==> src/rtl/rv_int_alu.sv <==
module rv_int_alu #(
  parameter int XLEN = 32
) (
  input  logic [XLEN-1:0] op_a,
  input  logic [XLEN-1:0] op_b,
  input  logic            imm_form,
  input  logic [2:0]      funct3,
  input  logic            alt_bit,
  output logic [XLEN-1:0] result,
  output logic            zero
);
  localparam int SHW = $clog2(XLEN);

  typedef enum logic [3:0] {
    K_ADD, K_SUB, K_SLL, K_SLT, K_SLTU, K_XOR, K_SRL, K_SRA, K_OR, K_AND
  } kind_e;

  kind_e kind;

  always_comb begin
    unique case (funct3)
      3'b000:  kind = (alt_bit && !imm_form) ? K_SUB : K_ADD;
      3'b001:  kind = K_SLL;
      3'b010:  kind = K_SLT;
      3'b011:  kind = K_SLTU;
      3'b100:  kind = K_XOR;
      3'b101:  kind = alt_bit ? K_SRA : K_SRL;
      3'b110:  kind = K_OR;
      default: kind = K_AND;
    endcase
  end

  logic            use_sub;
  logic [XLEN-1:0] b_eff;
  logic [XLEN:0]   sum_ext;
  logic            lt_u, lt_s;
  logic [SHW-1:0]  shamt;
  logic            fill;
  logic [XLEN:0]   sr_ext;
  logic [XLEN-1:0] sr_res, sl_res;

  assign use_sub = (kind != K_ADD);
  assign b_eff   = use_sub ? ~op_b : op_b;
  assign sum_ext = {1'b0, op_a} + {1'b0, b_eff} + {{XLEN{1'b0}}, use_sub};
  assign lt_u    = ~sum_ext[XLEN];
  assign lt_s    = (op_a[XLEN-1] ^ op_b[XLEN-1]) ? op_a[XLEN-1] : sum_ext[XLEN-1];

  assign shamt   = op_b[SHW-1:0];
  assign fill    = (kind == K_SRA) & op_a[XLEN-1];
  assign sr_ext  = $signed({fill, op_a}) >>> shamt;
  assign sr_res  = sr_ext[XLEN-1:0];
  assign sl_res  = op_a << shamt;

  always_comb begin
    unique case (kind)
      K_ADD, K_SUB: result = sum_ext[XLEN-1:0];
      K_SLL:        result = sl_res;
      K_SLT:        result = {{(XLEN-1){1'b0}}, lt_s};
      K_SLTU:       result = {{(XLEN-1){1'b0}}, lt_u};
      K_XOR:        result = op_a ^ op_b;
      K_SRL, K_SRA: result = sr_res;
      K_OR:         result = op_a | op_b;
      default:      result = op_a & op_b;
    endcase
  end

  assign zero = ~|result;
endmodule

==> config.mk <==
export PLATFORM = sky130hd
export DESIGN_NAME = rv_int_alu
export DESIGN_NICKNAME = d
export VERILOG_FILES = /design/src/rtl/rv_int_alu.sv
export SDC_FILE = /design/constraint.sdc
export NUM_CORES = 1
export LEC_CHECK = 0
export CAP_MARGIN = 15
export CORE_ASPECT_RATIO = 1.5
export CORE_MARGIN = 2
export CORE_UTILIZATION = 46
export DETAILED_ROUTE_END_ITERATION = 10
export PLACE_DENSITY_LB_ADDON = 0.2
export SYNTH_ARGS = -nofsm -noshare
export SYNTH_HDL_FRONTEND = slang
export SYNTH_SLANG_ARGS = --single-unit
==> constraint.sdc <==
create_clock -name vclk -period 17.5
set_input_delay 3.5 -clock vclk [all_inputs]
set_output_delay 3.5 -clock vclk [all_outputs]
set_load 0.02 [all_outputs]
==> results.toml, run 1 <==
[logic_synthesis]
seq_area_frac_synth = 0
avgSynthCellArea_um2 = 7.12
netlist_instances = 1193
synth_area_um2 = 8500
yosys_warnings = 0
synth_fp_nets = 1359
synth_cell_type_count = 87

[timing]
relSlewSlack = 0.348
fin_setup_tns_ns = 0
final.period_utilization = 0.756
worst_pin_slew_ns = 0.971
drv_slew = 0
hold_violations = 0
setup_viol_count_final = 0
grt_setup_unrepaired = "false"
fin_crit_ns = 13.24
max_freq_mhz = 75.6

[worst_setup_path]
start_kind = "primary input"
required_ns = 14.00
arrival_ns = 9.74
worst_setup_path_end_kind = "output port"
critPathMaxFanout = 32
path_class = "primary input to output port"

[layout]
layout.cells.non_filler = 1440
final_common_cell = "nand2_1"
nets = 1391
layout_common_cells = "nand2_1, nor2_1, clkdlybuf4s50_1"
drive_above_1_share = 0.0875
final-seq-area_um2 = 0
syn2layout_area_growth_pct = 12.1
nClkBuffers = 0
seq_cell_count = 0
diodes = 0
fillers = 1867

[power_and_ir_drop]
power_frac_seq = 0
p_int_mw = 0.137
power_frac_comb = 1.000
leakage_nw = 3.96
sw_frac_of_total = 0.614
worst_ir_drop_vdd_mv = 0.0221
p_clk_frac = 0
p_sw_mw = 0.219
power.density_nw_per_um2 = 37.4

[global_route]
grt_pass1_vias = 9555
globalRouteTotalUtil = 0.399
grt_overflow = 0
grt_pass1_wl_um = 59800
met1_usage = 0.514
grt-busiest-layer = "met2"
grt_start_max_net_pins = 66
antenna_found_initial = 0
grt.met3_usage = 0.0349
met2_usage = 0.662

[routing]
vias = 10302
drtIter0Drc = 1192
wl_per_cell_um = 27.8
vias_per_cell = 7.15
wl_um = 40000
route.detailed.drc = 0
antenna_left = 0
dr.pass1.iters = 5

[cts]
cts_hold_buf = 0
cts_setup_buffers = 0
cts-resized-gates = 0

[place]
dpl.cell_count = 1440
port_buffers = 102
hpwl_um = 31000
place.gp.congestion = 1.07

[die]
num_io_pins = 102
die_w_um = 115
core_area_um2 = 18000
die_y_um = 170
die_area_um2 = 19600
start_util = 0.472
rows = 60

[job]
drv_cap = 0

[hold_path]
hold_depth = 5
worstHoldStart = "op_b[6]"
hold_path_class = "primary input to output port"
holdPathEnd = "result[6]"

[status]
status = "completed"
[layer usage]
| metal | part of all wire | up-vias |
|---|---|---|
| li1 | - | 4547 |
| met1 | 0.38 | 4907 |
| met2 | 0.47 | 692 |
| met3 | 0.082 | 156 |
| met4 | 0.066 | 0 |
| met5 | 0 | - |
[cell families after synthesis]
kind of cell,count (synthesis),synth area share
AO/OA/AOI/OAI,385,0.314
AND/OR/NAND/NOR,380,0.215
buffers and inverters,176,0.0856
multiplexers,115,0.199
adder cells (fa/ha/maj),97,0.144
XOR/XNOR,40,0.0421
[synthesized netlist by cell type (all sizes together), types with 20 or more instances]
cell type  number  area, um2
o21ai          64        320
clkbuf         53        199
o22ai          31        194
a21oi          98        490
nand3          24        120
mux4           42        946
ha             96       1200
nor2          100        375
inv            84        315
nor3           23        115
nand2         124        465
buf            38        209
xnor2          32        280
mux2i          60        601
o211ai         20        164
[stage by stage]
step                cell area (um2)  power, mW  hold slack (ns)  worst slack, ns   util
floorplan                      8500      0.221             7.33             5.57      -
detailed placement             9530      0.343             8.42             4.43  0.529
finish                         9530      0.356             8.45             4.26  0.529
global placement               9530      0.343             8.40             4.46  0.529
CTS                            9530      0.345             8.43             4.38  0.529
global route                   9530      0.377             8.49             4.01  0.529
[area by class of cell]
type | count | area, um2 | share of cell area
multi-input combinational | 1017 | 7780 | 0.817
tap | 217 | 272 | 0.0285
timing repair buffer | 121 | 1150 | 0.121
inverter | 85 | 319 | 0.0335
[worst max-delay path by stage]
stage	cells past startpoint	start	end
after floorplan	20	funct3[0]	zero
after CTS	19	funct3[0]	zero
after global routing	19	funct3[0]	zero
final	19	funct3[0]	zero
after detailed placement	19	funct3[0]	zero
after global placement	19	funct3[0]	zero
[critical path, stage by stage]
cell and delay [ns]:
clkdlybuf4s50_1 0.81, or3_1 0.49, buf_4 0.25, nor2_4 0.13, buf_4 0.47, xnor2_1 0.21, inv_1 0.08, fa_1 0.38
nor2b_1 0.19, o21ai_1 0.18, a211o_1 0.35, nand2_1 0.20, a211o_1 0.18, a21oi_1 0.07, or4_1 0.54, a2111o_1 0.43
or4_1 0.50, nor2_1 0.11, clkdlybuf4s50_1 0.61
[power by group through the flow]
stage,clock (mW),sequential (mW),combinational (mW)
6_report,0,0,0.356
5_1_grt,0,0,0.377
4_1_cts,0,0,0.345
3_5_place_dp,0,0,0.343
3_3_place_gp,0,0,0.343
2_1_floorplan,0,0,0.221
(Power assumes the default switching activity.)
==> run 2: changes to the inputs <==
clock period = 12.6 ns   (was 17.5 ns; I/O delays follow)
==> results.toml, run 2 (synthesis results as in run 1) <==
[die]
die_area_um2 = 19600
die_w_um = 115
core_area_um2 = 18000
num_io_pins = 102
rows = 60
start_util = 0.472
die_y_um = 170

[routing]
drtIter0Drc = 1291
vias = 10301
antenna_left = 0
dr.pass1.iters = 8
vias_per_cell = 7.16
route.detailed.drc = 0
wl_um = 40400
wl_per_cell_um = 28.1

[global_route]
grt_pass1_wl_um = 59600
grt_overflow = 0
grt_start_max_net_pins = 60
antenna_found_initial = 0
globalRouteTotalUtil = 0.398
grt_pass1_vias = 9605

[worst_setup_path]
slowest_stage = "clkdlybuf4s50_1"
cp_top_family = "simple AND/OR/NAND/NOR gates"
critPathBufInv = 4
critPathMaxFanout = 22
crit_chain = "clkdlybuf4s50_1 -> buf_4 -> or3_1 -> nor2_4 -> buf_4 -> xnor2_1 -> ha_1 -> a21o_1 -> a31o_2 -> a211oi_1 -> o31ai_1 -> o21ai_0 -> a2111o_1 -> nand3_1 -> or4_1 -> or4_1 -> nor2_1 -> clkdlybuf4s50_1"
start_kind = "primary input"
worst_path_largest_cell_delay_ns = 0.61
required_ns = 10.08
path_class = "primary input to output port"
worst_setup_path_end_kind = "output port"
arrival_ns = 8.31
crit_start = "funct3[0]"

[timing]
fin_crit_ns = 10.83
worst_pin_slew_ns = 1.29
drv_slew = 0
fin_hold_ws_ns = 6.47
fin_setup_tns_ns = 0
max_freq_mhz = 92.3
setup_viol_count_final = 0
grt_setup_unrepaired = "false"
final.period_utilization = 0.860
hold_violations = 0
relSlewSlack = 0.131
fin_ws_ns = 1.77

[layout]
layout_common_cells = "nand2_1, nor2_1, clkdlybuf4s50_1"
nClkBuffers = 0
seq_cell_count = 0
multiInputGateArea_um2 = 7780
final_area_um2 = 9510
final_common_cell = "nand2_1"
fillers = 1844
final-seq-area_um2 = 0
syn2layout_area_growth_pct = 11.9
nets = 1389
diodes = 0
drive_above_1_share = 0.0860

[power_and_ir_drop]
leakage_nw = 3.95
worst_ir_drop_vdd_mv = 0.0319
power.density_nw_per_um2 = 52.3

[status]
status = "completed"

[hold_path]
holdPathEnd = "result[10]"
hold_path_class = "primary input to output port"
worstHoldStart = "op_b[10]"
hold_depth = 4

[place]
pre_cts_ws_ns = 1.87
hpwl_um = 31000
place.gp.congestion = 1.11
port_buffers = 102
placedInstanceArea_um2 = 9510

[cts]
cts_hold_buf = 0
cts_setup_buffers = 0
cts-resized-gates = 0

[job]
drv_cap = 0
==> run 2: changes by cell type in the layout (fill, tap and decap cells not counted), sizes merged <==
cell	before	now
buf	22	20
==> run 2: area by class of cell <==
type,count,area share
Inverter,85,0.0335
Multi-Input combinational cell,1017,0.818
Tap cell,217,0.0285
Timing Repair Buffer,119,0.120
==> run 2: worst max path at each step <==
stage | to | slack, ns | cells past startpoint
floorplan | zero | 2.63 | 20
CTS | zero | 1.85 | 17
finish | zero | 1.77 | 18
global placement | zero | 1.91 | 17
global route | zero | 1.58 | 18
detailed placement | zero | 1.87 | 17
==> run 2: layer usage <==
metal	wire [um]	up-vias	track usage
met3	3280	152	0.0353
met1	15600	4940	0.512
met2	18600	666	0.647
li1	-	4543	-
met4	2900	0	0.226
met5	0	-	0
==> run 2: power by group <==
group | total, mW | switching (mW) | internal, mW
Combinational | 0.497 | 0.307 | 0.190
Clock | 0 | 0 | 0
Sequential | 0 | 0 | 0
==> run 2: through the flow <==
step / instances / total power [mW] / util
2_1_floorplan: 1193 / 0.307 / -
3_3_place_gp: 1438 / 0.476 / 0.528
3_5_place_dp: 1438 / 0.477 / 0.528
4_1_cts: 1438 / 0.480 / 0.528
5_1_grt: 1438 / 0.523 / 0.528
6_report: 1438 / 0.497 / 0.528
==> run 3: changes to the inputs <==
CORE_UTILIZATION = 41   (was 46)
==> results.toml, run 3 (synthesis results as in run 1) <==
[routing]
vias_per_cell = 6.82
vias = 10133
wl_per_cell_um = 28.4
dr.pass1.iters = 5
drtIter0Drc = 1072
route.detailed.drc = 0
antenna_left = 0
wl_um = 42200

[die]
die_area_um2 = 21900
rows = 64
start_util = 0.418
die_w_um = 122
die_y_um = 180
num_io_pins = 102
core_area_um2 = 20300

[place]
port_buffers = 102
dpl.cell_count = 1486
hpwl_um = 33300
place.gp.congestion = 1.04

[timing]
hold_violations = 0
fin_setup_tns_ns = 0
final.period_utilization = 0.865
setup_viol_count_final = 0
worst_pin_slew_ns = 0.886
max_freq_mhz = 91.8
relSlewSlack = 0.410
fin_crit_ns = 10.90
grt_setup_unrepaired = "false"
drv_slew = 0

[layout]
drive_above_1_share = 0.0867
nets = 1390
syn2layout_area_growth_pct = 12.7
layout.cells.non_filler = 1486
final-seq-area_um2 = 0
seq_cell_count = 0
nClkBuffers = 0
diodes = 0
fillers = 2142
layout_common_cells = "nand2_1, nor2_1, clkdlybuf4s50_1"
final_common_cell = "nand2_1"

[worst_setup_path]
required_ns = 10.08
start_kind = "primary input"
worst_setup_path_end_kind = "output port"
critPathMaxFanout = 24
slowest_stage = "clkdlybuf4s50_1"
crit_chain = "clkdlybuf4s50_1 -> buf_4 -> or3_1 -> nor2_4 -> buf_4 -> xnor2_1 -> ha_1 -> a21oi_1 -> nand2_1 -> a221o_1 -> or3_1 -> nand3_1 -> a41oi_1 -> or4b_1 -> nor4_1 -> nand4b_1 -> nor2_1 -> clkdlybuf4s50_1"
arrival_ns = 8.38
path_class = "primary input to output port"
worst_path_largest_cell_delay_ns = 0.62

[power_and_ir_drop]
power.density_nw_per_um2 = 52.3
worst_ir_drop_vdd_mv = 0.0265
leakage_nw = 3.95

[global_route]
grt_overflow = 0
antenna_found_initial = 1
grt_pass1_vias = 9826
grt_pass1_wl_um = 62600
grt_start_max_net_pins = 60
globalRouteTotalUtil = 0.375

[cts]
cts-resized-gates = 0
cts_hold_buf = 0
cts_setup_buffers = 0

[job]
drv_cap = 0

[status]
status = "completed"

[hold_path]
hold_depth = 5
hold_path_class = "primary input to output port"
## run 3: cell types whose count changed in the layout (fill, tap and decap cells not counted)
cell | previous run | this run
buf_4 | 19 | 20
## run 3: layer usage
layer	share of wire	vias up	track usage	wire (um)
li1	-	4538	-	-
met1	0.38	4902	0.463	16200
met2	0.48	556	0.634	20400
met3	0.069	135	0.0437	2900
met4	0.064	2	0.189	2690
met5	0.00031	-	0	13
## run 3: worst paths after layout
kind,end,start,slack (ns)
worst max-delay path,zero,funct3[0],1.70
worst min-delay path,result[6],op_b[6],6.47
## run 3: area by class of cell
class	instances	area [um2]	area share
Multi-Input combinational cell	1017	7780	0.813
Inverter	85	319	0.0333
Tap cell	264	330	0.0345
Timing Repair Buffer	120	1150	0.120
## run 3: critical path, delay by kind of cell
kind	cells	cell delay (ns)
AO/OA/AOI/OAI	3	0.80
XOR/XNOR	1	0.18
adder cells (fa/ha/maj)	1	0.32
buffers and inverters	4	1.68
AND/OR/NAND/NOR	9	2.88
## run 3: power by group
group	leakage (nW)	total [mW]	internal, mW	switching (mW)
registers	0	0	0	0
logic	3.95	0.501	0.190	0.311
clock network	0	0	0	0
## run 3: per-stage QoR
stage | power [mW] | cell area, um2 | utilization | hold slack (ns) | worst slack [ns]
CTS | 0.490 | 9580 | 0.471 | 6.47 | 1.74
detailed placement | 0.487 | 9580 | 0.471 | 6.47 | 1.75
floorplan | 0.307 | 8500 | - | 5.37 | 2.63
global route | 0.532 | 9580 | 0.471 | 6.50 | 1.44
global placement | 0.487 | 9580 | 0.471 | 6.47 | 1.74
finish | 0.501 | 9580 | 0.471 | 6.47 | 1.70
